**src/rtl/rdr_pkg.sv**
```systemverilog
package rdr_pkg;
  localparam int unsigned ADDR_W    = 4;
  localparam int unsigned DATA_W    = 32;
  localparam int unsigned BASE_LSB  = 5;
  localparam int unsigned VALID_BIT = 4;
  localparam int unsigned RFIELD_W  = 4;
  localparam int unsigned TYPE_LSB  = 8;
  localparam int unsigned BASE_W    = DATA_W - BASE_LSB;

  localparam logic [ADDR_W-1:0] OFF_TYPE  = 4'd0;
  localparam logic [ADDR_W-1:0] OFF_CTRL  = 4'd1;
  localparam logic [ADDR_W-1:0] OFF_RNUM  = 4'd2;
  localparam int unsigned       OFF_PAIR0 = 3;

  typedef struct packed {
    logic priv_def;
    logic fault_en;
    logic enable;
  } ctrl_t;
endpackage

```
**src/rtl/rdr_rst_sync.sv**
```systemverilog
module rdr_rst_sync #(
  parameter int unsigned STAGES = 2
) (
  input  logic clk,
  input  logic rst_n,
  output logic rst_sync_n
);
  logic [STAGES-1:0] sync_q;

  always_ff @(posedge clk or negedge rst_n) begin
    if (!rst_n) sync_q <= '0;
    else        sync_q <= {sync_q[STAGES-2:0], 1'b1};
  end

  assign rst_sync_n = sync_q[STAGES-1];
endmodule

```
**src/rtl/rdr_decode.sv**
```systemverilog
module rdr_decode
  import rdr_pkg::*;
#(
  parameter int unsigned NUM_PAIRS = 4
) (
  input  logic [ADDR_W-1:0] addr,
  output logic              sel_type,
  output logic              sel_ctrl,
  output logic              sel_rnum,
  output logic              sel_base,
  output logic              sel_attr
);
  logic [NUM_PAIRS-1:0] hit_base;
  logic [NUM_PAIRS-1:0] hit_attr;

  for (genvar p = 0; p < NUM_PAIRS; p++) begin : g_pair
    localparam int unsigned BOFF = OFF_PAIR0 + 2 * p;
    assign hit_base[p] = (addr == ADDR_W'(BOFF));
    assign hit_attr[p] = (addr == ADDR_W'(BOFF + 1));
  end

  assign sel_type = (addr == OFF_TYPE);
  assign sel_ctrl = (addr == OFF_CTRL);
  assign sel_rnum = (addr == OFF_RNUM);
  assign sel_base = |hit_base;
  assign sel_attr = |hit_attr;
endmodule

```
**src/rtl/rdr_table.sv**
```systemverilog
module rdr_table
  import rdr_pkg::*;
#(
  parameter int unsigned NUM_REGIONS = 8,
  parameter int unsigned IDX_W       = 3
) (
  input  logic              clk,
  input  logic              rst_n,
  input  logic              wr_base,
  input  logic              wr_attr,
  input  logic [IDX_W-1:0]  idx,
  input  logic [BASE_W-1:0] base_wval,
  input  logic [DATA_W-1:0] attr_wval,
  output logic [BASE_W-1:0] base_rd,
  output logic [DATA_W-1:0] attr_rd
);
  logic [BASE_W-1:0] base_q [NUM_REGIONS];
  logic [DATA_W-1:0] attr_q [NUM_REGIONS];

  for (genvar r = 0; r < NUM_REGIONS; r++) begin : g_region
    logic hit;
    assign hit = (idx == IDX_W'(r));

    always_ff @(posedge clk or negedge rst_n) begin
      if (!rst_n) begin
        base_q[r] <= '0;
        attr_q[r] <= '0;
      end else begin
        if (wr_base && hit) base_q[r] <= base_wval;
        if (wr_attr && hit) attr_q[r] <= attr_wval;
      end
    end
  end

  assign base_rd = base_q[idx];
  assign attr_rd = attr_q[idx];


  attr_store_chk: assert property (@(posedge clk) disable iff (!rst_n)
    (wr_attr && !wr_base) |=> (attr_q[$past(idx)] == $past(attr_wval)));
endmodule

```
**src/rtl/rdr_ctrl.sv**
```systemverilog
module rdr_ctrl
  import rdr_pkg::*;
(
  input  logic  clk,
  input  logic  rst_n,
  input  logic  wr_en,
  input  ctrl_t wr_val,
  output ctrl_t ctrl_o,
  output logic  mode_o,
  output logic  flush_o
);
  ctrl_t ctrl_q, ctrl_d;
  logic  mode_q, mode_d;
  logic  flush_q, flush_d;

  always_comb begin
    ctrl_d  = wr_en ? wr_val : ctrl_q;
    mode_d  = (ctrl_d.enable != ctrl_q.enable) || (ctrl_d.fault_en != ctrl_q.fault_en);
    flush_d = ctrl_q.priv_def && !ctrl_d.priv_def;
  end

  always_ff @(posedge clk or negedge rst_n) begin
    if (!rst_n) begin
      ctrl_q  <= '0;
      mode_q  <= 1'b0;
      flush_q <= 1'b0;
    end else begin
      ctrl_q  <= ctrl_d;
      mode_q  <= mode_d;
      flush_q <= flush_d;
    end
  end

  assign ctrl_o  = ctrl_q;
  assign mode_o  = mode_q;
  assign flush_o = flush_q;


  flush_on_fall_chk: assert property (@(posedge clk) disable iff (!rst_n)
    $fell(ctrl_q.priv_def) |-> flush_q);


  flush_cause_chk: assert property (@(posedge clk) disable iff (!rst_n)
    flush_q |-> $fell(ctrl_q.priv_def));


  mode_cause_chk: assert property (@(posedge clk) disable iff (!rst_n)
    mode_q |-> (ctrl_q.enable != $past(ctrl_q.enable) ||
                ctrl_q.fault_en != $past(ctrl_q.fault_en)));
endmodule

```
**src/rtl/rdr_front.sv**
```systemverilog
module rdr_front
  import rdr_pkg::*;
#(
  parameter int unsigned NUM_REGIONS = 8,
  parameter int unsigned NUM_PAIRS   = 4
) (
  input  logic        clk,
  input  logic        rst_n,
  input  logic        bus_valid,
  input  logic        bus_write,
  input  logic [3:0]  bus_addr,
  input  logic [31:0] bus_wdata,
  output logic [31:0] bus_rdata,
  output logic        prot_enable_o,
  output logic        fault_enable_o,
  output logic        priv_default_o,
  output logic        mode_change_o,
  output logic        priv_flush_o
);
  localparam int unsigned RIDX_W = (NUM_REGIONS > 1) ? $clog2(NUM_REGIONS) : 1;

  logic rst_i_n;
  logic sel_type, sel_ctrl, sel_rnum, sel_base, sel_attr;
  logic wr;
  logic rnum_ok, retarget;
  logic [RIDX_W-1:0] rnum_q, rnum_d, tbl_idx;
  logic [BASE_W-1:0] base_rd;
  logic [DATA_W-1:0] attr_rd;
  logic [DATA_W-1:0] rnum_ext;
  logic [DATA_W-1:0] field_ext;
  ctrl_t ctrl;

  rdr_rst_sync #(.STAGES(2)) u_rst (
    .clk(clk), .rst_n(rst_n), .rst_sync_n(rst_i_n)
  );

  rdr_decode #(.NUM_PAIRS(NUM_PAIRS)) u_dec (
    .addr(bus_addr), .sel_type(sel_type), .sel_ctrl(sel_ctrl),
    .sel_rnum(sel_rnum), .sel_base(sel_base), .sel_attr(sel_attr)
  );

  assign wr        = bus_valid && bus_write;
  assign field_ext = DATA_W'(bus_wdata[RFIELD_W-1:0]);
  assign rnum_ok   = wr && sel_rnum && (bus_wdata < DATA_W'(NUM_REGIONS));
  assign retarget  = wr && sel_base && bus_wdata[VALID_BIT] &&
                     (field_ext < DATA_W'(NUM_REGIONS));

  always_comb begin
    rnum_d = rnum_q;
    if (rnum_ok || retarget) rnum_d = bus_wdata[RIDX_W-1:0];
  end

  always_ff @(posedge clk or negedge rst_i_n) begin
    if (!rst_i_n) rnum_q <= '0;
    else          rnum_q <= rnum_d;
  end

  assign tbl_idx = retarget ? bus_wdata[RIDX_W-1:0] : rnum_q;

  rdr_table #(.NUM_REGIONS(NUM_REGIONS), .IDX_W(RIDX_W)) u_tbl (
    .clk(clk), .rst_n(rst_i_n),
    .wr_base(wr && sel_base), .wr_attr(wr && sel_attr),
    .idx(tbl_idx),
    .base_wval(bus_wdata[DATA_W-1:BASE_LSB]), .attr_wval(bus_wdata),
    .base_rd(base_rd), .attr_rd(attr_rd)
  );

  rdr_ctrl u_ctrl (
    .clk(clk), .rst_n(rst_i_n),
    .wr_en(wr && sel_ctrl), .wr_val(ctrl_t'(bus_wdata[2:0])),
    .ctrl_o(ctrl), .mode_o(mode_change_o), .flush_o(priv_flush_o)
  );

  assign rnum_ext = DATA_W'(rnum_q);

  always_comb begin
    bus_rdata = '0;
    if (sel_type)      bus_rdata = DATA_W'(NUM_REGIONS) << TYPE_LSB;
    else if (sel_ctrl) bus_rdata = DATA_W'(ctrl);
    else if (sel_rnum) bus_rdata = rnum_ext;
    else if (sel_base) bus_rdata = {base_rd, 1'b0, rnum_ext[RFIELD_W-1:0]};
    else if (sel_attr) bus_rdata = attr_rd;
  end

  assign prot_enable_o  = ctrl.enable;
  assign fault_enable_o = ctrl.fault_en;
  assign priv_default_o = ctrl.priv_def;


  rnum_reject_chk: assert property (@(posedge clk) disable iff (!rst_i_n)
    (wr && sel_rnum && bus_wdata >= DATA_W'(NUM_REGIONS)) |=> $stable(rnum_q));


  retarget_chk: assert property (@(posedge clk) disable iff (!rst_i_n)
    (wr && sel_base && bus_wdata[VALID_BIT] && bus_wdata[RFIELD_W-1:0] < NUM_REGIONS)
      |=> (rnum_q == $past(bus_wdata[RIDX_W-1:0])));


  keep_region_chk: assert property (@(posedge clk) disable iff (!rst_i_n)
    (wr && sel_base && !bus_wdata[VALID_BIT]) |=> $stable(rnum_q));


  decode_onehot_chk: assert property (@(posedge clk) disable iff (!rst_i_n)
    $onehot0({sel_type, sel_ctrl, sel_rnum, sel_base, sel_attr}));
endmodule

```
**config.mk**
```make
export PLATFORM = sky130hd
export DESIGN_NAME = rdr_front
export DESIGN_NICKNAME = d
export VERILOG_FILES = /design/src/rtl/rdr_pkg.sv /design/src/rtl/rdr_rst_sync.sv /design/src/rtl/rdr_decode.sv /design/src/rtl/rdr_table.sv /design/src/rtl/rdr_ctrl.sv /design/src/rtl/rdr_front.sv
export SDC_FILE = /design/constraint.sdc
export NUM_CORES = 1
export LEC_CHECK = 0
export CAP_MARGIN = 5
export CORE_UTILIZATION = 25
export DETAILED_ROUTE_END_ITERATION = 8
export DONT_BUFFER_PORTS = 1
export GPL_ROUTABILITY_DRIVEN = 0
export GPL_TIMING_DRIVEN = 0
export PLACE_DENSITY_LB_ADDON = 0.05
export SETUP_SLACK_MARGIN = 0.02
export SLEW_MARGIN = 5
export SYNTH_ARGS = -nofsm -noshare
export SYNTH_HDL_FRONTEND = slang
export SYNTH_SLANG_ARGS = --single-unit
```
**constraint.sdc**
```tcl
create_clock -name clk -period 27.1 [get_ports clk]
set_clock_uncertainty 0.2 [all_clocks]
set_input_delay 1.355 -clock clk [delete_from_list [all_inputs] [get_ports clk]]
set_output_delay 1.355 -clock clk [all_outputs]
set_load 0.02 [all_outputs]
```
* Word-level counts from Yosys, hierarchy flattened
Cells that the tools add are included.
W data, S select, Z words.
** Word-level totals
- Bits of input ports :: 40
- Word-level logic and storage cells :: 91
- Register bits :: 482
- Output and inout bits :: 37
** Operators by class
- Bitwise logic cells :: 1
- Magnitude comparators :: 3
- Muxes and demuxes :: 13
- Eq/ne operators :: 19
- Reductions and logical operators :: 32
** Operator list (count)
- $mux W32 :: 7
- $bmux W32 S3 :: 1
- $bmux W27 S3 :: 1
- $mux W27 :: 2
- $lt A32 B4 Y1 const B :: 1
- $logic_and A1 B1 Y1 :: 25
- $eq A4 B3 Y1 const B :: 4
- $eq A3 B3 Y1 const B :: 4
- $eq A4 B4 Y1 const B :: 3
- $eq A4 B2 Y1 const B :: 2
- $reduce_or A4 Y1 :: 2
- $eq A3 B2 Y1 const B :: 2
- $mux W3 :: 2
- $eq A4 B1 Y1 const B :: 1
- $ge A4 B4 Y1 const B :: 1
- $logic_not A4 Y1 :: 1
- $lt A4 B4 Y1 const B :: 1
- $not A3 Y4 :: 1
- $eq A3 B1 Y1 const B :: 1
- $logic_not A3 Y1 :: 1
- $logic_or A1 B1 Y1 :: 2
- $ne A1 B1 Y1 :: 2
- $logic_not A1 Y1 :: 1

* Longest topological paths before layout
- Word-level depth :: 15
- Gate-level depth with buffers :: 12
- Depth with buffers taken out :: 7

* Cells and area by module
Synthesis repeated with hierarchy kept, for this count alone.
** Unflattened totals
- Cells, all modules :: 1595
- Area total of the unflattened synthesis :: 22385.2 µm²
** By module, submodules not included
- rdr_table :: sequential area each 11811.3 µm², cells an instance 1458, instances 1, area an instance 21325.5 µm²
- rdr_front :: sequential area each 75.1 µm², cells an instance 114, instances 1, area an instance 758.2 µm²
- rdr_ctrl :: sequential area each 125.1 µm², cells an instance 12, instances 1, area an instance 193.9 µm²
- rdr_decode :: sequential area each 0.0 µm², cells an instance 8, instances 1, area an instance 53.8 µm²
- rdr_rst_sync :: sequential area each 50.0 µm², cells an instance 3, instances 1, area an instance 53.8 µm²

* Worst setup path before layout
OpenSTA, ideal clock, no wires.
- Path kind :: input -> output
- From :: in bus_addr[3]
- To :: out bus_rdata[16]
- Buffers on the path :: 4
- Data arrival time :: 3.907 ns
- Cell stages on the path :: 9
- Required time :: 25.545 ns
- Path slack :: 21.638 ns
- Path through :: buf_6 nor3b_4 o2111a_1 buf_6 mux2i_4 buf_2 buf_1 o22ai_1 o311ai_0
** Between the ends
- Longest elaborated chain between the ends :: 15
- Elaborated cells between the ends (all ways) :: 29
- Those cells by class :: eq/ne: 10; mux: 12; bitwise: 1; reduce/logical: 6
** RTL lines
- start: declaration :: line rdr_front.sv:11 : input logic [3:0] bus_addr,
- $eq A4 B2 Y1 (tied with other cells) :: line rdr_decode.sv:18 : assign hit_base[p] = (addr == ADDR_W'(BOFF));
- $reduce_or A4 Y1 :: line rdr_decode.sv:25 : assign sel_base = |hit_base;
- $logic_and A1 B1 Y1 (3 in series) :: line rdr_front.sv:45 : assign retarget = wr && sel_base && bus_wdata[VALID_BIT] &&
- $mux W3 :: line rdr_front.sv:58 : assign tbl_idx = retarget ? bus_wdata[RIDX_W-1:0] : rnum_q;
- $not A3 Y4 (not written as such) :: line rdr_table.sv:35, rdr_table.sv:36
- $bmux W32 S3 :: line rdr_table.sv:36 : assign attr_rd = attr_q[idx];
- $mux W32 (not written as such) (2 in series) :: line rdr_table.sv:36
- $mux W32 :: line rdr_front.sv:82 : else if (sel_attr) bus_rdata = attr_rd;
- $mux W32 :: line rdr_front.sv:81 : else if (sel_base) bus_rdata = {base_rd, 1'b0, rnum_ext[RFIELD_W-1:0]};
- $mux W32 :: line rdr_front.sv:80 : else if (sel_rnum) bus_rdata = rnum_ext;
- $mux W32 :: line rdr_front.sv:79 : else if (sel_ctrl) bus_rdata = DATA_W'(ctrl);
- $mux W32 * :: line rdr_front.sv:78 : if (sel_type) bus_rdata = DATA_W'(NUM_REGIONS) << TYPE_LSB;
- end: declaration :: line rdr_front.sv:13 : output logic [31:0] bus_rdata,
Mark *: on every way between the ends. The rest lies on a longest branch, timed or not. The select of a mux whose other input is x is not followed.

* Final worst setup path
- From :: in bus_valid
- To :: out bus_rdata[6]
** Between the ends
- Longest elaborated chain between the ends :: 14
- Elaborated cells between the ends (all ways) :: 17
- Those cells by class :: mux: 12; bitwise: 1; reduce/logical: 4
** RTL lines
- start: declaration :: line rdr_front.sv:9 : input logic bus_valid,
- $logic_and A1 B1 Y1 * :: line rdr_front.sv:42 : assign wr = bus_valid && bus_write;
- $logic_and A1 B1 Y1 * (3 in series) :: line rdr_front.sv:45
- $mux W3 * :: line rdr_front.sv:58
- $not A3 Y4 (not written as such) * :: line rdr_table.sv:35, rdr_table.sv:36
- $bmux W32 S3 :: line rdr_table.sv:36
- $mux W32 (not written as such) (2 in series) :: line rdr_table.sv:36
- $mux W32 :: line rdr_front.sv:82
- $mux W32 * :: line rdr_front.sv:81
- $mux W32 * :: line rdr_front.sv:80
- $mux W32 * :: line rdr_front.sv:79
- $mux W32 * :: line rdr_front.sv:78
Marked as above.

==> impl_metrics.toml <==
[run_status]
status = "complete, no violations"

[synthesis]
syn_inst = 1611
synthAdderAreaFrac_pct = 0
synthSimpleGateAreaFrac_pct = 4.24
synthFlopType = "dfrtp_1"
avgSynthCellArea_um2 = 13.3
synth_top_family_by_area = "multiplexers"
synth_seq_cells = 482
synth_fp_nets = 1651
synthXorXnorAreaFrac_pct = 0.123
yosysSeqAreaShare_pct = 56.4
synth_cell_types = 53
synth_area_mm2 = 0.0214
synthArstFlopShare_pct = 100
synth_compound_area_share_pct = 9.68
synth.mux.area_fraction_pct = 26.2
synth_edf_count = 0
ys_warn_count = 0

[sta]
fmax_mhz = 145
min_period_over_period_pct = 25.4
tns_ns = 0
hold_viol = 0
maxSlewViolCount = 0
setup_viol = 0
finalCriticalPeriod_ns = 6.88
relSlewSlack_pct = 8.44
rsz0062_at_grt = "no"
worst_slew_pin_slew_ns = 1.36

[route]
wl_um = 81400
drt_pass1_iterations = 5
drc = 0
first_iter_violations = 814
via_per_inst = 5.01
ant_nets = 0
routedWlPerCell_um = 28.4
via_count = 14362

[floorplan]
ios = 77
die_y_um = 295
die_w_um = 295
placeableCoreArea_mm2 = 0.0842
initial_core_util_pct = 25.4
rows = 106
fp.dieArea_mm2 = 0.0867

[layout]
drive_above_1_share_pct = 37.3
final_util_pct = 29.7
fin_area_mm2 = 0.0250
finalNetCount = 1725
syn_to_final_growth_pct = 16.8
fin_cells = 2864
n_antenna_cell = 0

[power]
seqPwrFrac_pct = 42.3
p_clk_share_pct = 36.5
switchingPower_w = 0.000648
p_comb_share_pct = 21.2
swShare_pct = 30.5
p_leak_nw = 11.3
ir_drop_mv = 0.0423
p_int_w = 0.00148
p_per_area_mw_per_mm2 = 85.0

[grt]
grt_usage_pct = 19.0
antenna_found_initial = 2
grt_pass1_vias = 15394
grt_pass1_wl_um = 117000
grt_overflow = 0
grt_max_degree = 63

[clock_network]
postCtsSetupRepairBufs = 0
cts.sinks = 482
clockBufferDepth = 3
cts_buffers = 58
cts_tree = "built"
cts_root_buf = "clkbuf_16"
htreeDepth = 2
clock_latency_ns = 0.62
path_clk_slew_ns = 0.06

[worst_setup_path]
path_cells = "and2_1 -> o2111a_1 -> buf_6 -> mux2i_4 -> buf_2 -> buf_1 -> o22ai_1 -> o311ai_0"
crit_type = "input port to output pin"
cp_slowest_cell = "o311ai_0"
crit_fanout = 10
critPathCaptureType = "output pin"
slowest_delay_ns = 1.01
cpLargestDelayFamily = "buffers and inverters"
cp-start-kind = "input port"
crit_arrival_ns = 5.32
crit_buf_inv = 3
cp.required_ns = 25.55

[job]
max_cap_violations = 0

[placement]
portBuffers = 0
detailed_place_hpwl_um = 54700
place_area_mm2 = 0.0231
dp.cells = 2758

[hold_path]
hold_class = "flop to flop"
## state kept, by name, indices dropped and copies added, names as in the netlist
name,count
u_tbl.attr_q,256
u_tbl.base_q,216
rnum_q,3
u_ctrl.ctrl_o,3
u_rst.sync_q,2
u_ctrl.flush_o,1
u_ctrl.mode_o,1
## power by group through the flow
stage	clock (W)	combinational, W	sequential (W)
4_1_cts	0.000802	0.000460	0.000898
3_3_place_gp	0	0.000435	0.000922
5_1_grt	0.000830	0.000489	0.000914
3_5_place_dp	0	0.000459	0.000910
6_report	0.000775	0.000450	0.000898
2_1_floorplan	0	0.000294	0.000904
## kinds of logic (layout without fill, tap and decap cells)
group	count (synthesis)	in the layout
multiplexers	495	495
flip-flops	482	482
AO/OA/AOI/OAI	310	310
AND/OR/NAND/NOR	168	168
buffers and inverters	152	271
XOR/XNOR	3	3
other	1	1
## timing repair
item / 4_1_cts / 5_1_grt
endpoints found under the setup margin: 0 / 0
hold buffers: 1 / 0
hold endpoints to repair: 6 / 0
resized for setup: 0 / 0
## metal layers
layer	share of wire [%]	GRT usage [%]	wire length [um]
met5	0	0	0
met4	2.3	5.08	1840
met3	3.8	2.78	3080
met2	47	30.7	38000
met1	47	26.4	38500
## placed cells by master (no fill, tap or decap), types with 26 or more instances in the layout
master,instances
buf_2,44
mux2_2,467
clkbuf_1,89
clkbuf_16,59
o21ai_0,35
nor3_1,62
o22ai_1,201
o221ai_1,26
dfrtp_1,481
nor2_1,47
## per-stage QoR
stage | total power (W) | worst slack, ns | hold WS, ns
6_report | 0.00212 | 20.22 | 0.151
5_1_grt | 0.00223 | 20.08 | 0.167
4_1_cts | 0.00216 | 20.16 | 0.156
3_5_place_dp | 0.00137 | 20.16 | -0.0372
3_3_place_gp | 0.00136 | 5.65 | 0.139
2_1_floorplan | 0.00120 | 12.47 | 0.131
## worst paths after layout
kind | from | endpoint | slack, ns | cells after the start
min in group asynchronous | u_rst.sync_q[1] | u_tbl.base_q[192] | 0.17 | 1
setup / recovery | bus_valid | bus_rdata[6] | 20.22 | 8
hold reg to reg | u_rst.sync_q[0] | u_rst.sync_q[1] | 0.15 | 0
max in group asynchronous | u_rst.sync_q[1] | u_tbl.base_q[208] | 24.70 | 6
setup reg to reg | rnum_q[1] | u_tbl.base_q[181] | 23.90 | 5
hold / removal | u_rst.sync_q[0] | u_rst.sync_q[1] | 0.15 | 0
## layout make-up
| type | instances | area, um2 |
|---|---|---|
| inverter | 2 | 7.51 |
| clock inverter | 10 | 83.8 |
| multi-input combinational | 977 | 8610 |
| sequential | 482 | 12100 |
| fill | 8565 | 59200 |
| clock buffer | 95 | 1800 |
| tap | 1134 | 1420 |
| timing repair buffer | 14 | 289 |
| buffer | 150 | 712 |
## cell usage after synthesis, types with 12 or more instances
library cell    n  area (um2)
dfrtp_1       482       12100
buf_1          19        71.3
o21ai_0        35         175
o221ai_1       26         228
o311ai_1       12         105
clkbuf_1       72         270
mux2_2        467        5260
o311ai_0       14         123
nand2_1        13        48.8
nor2_1         47         176
mux2_1         15         169
nor3_1         62         310
buf_2          43         215
o22ai_1       201        1260
Power figures use the tool's default switching activity.
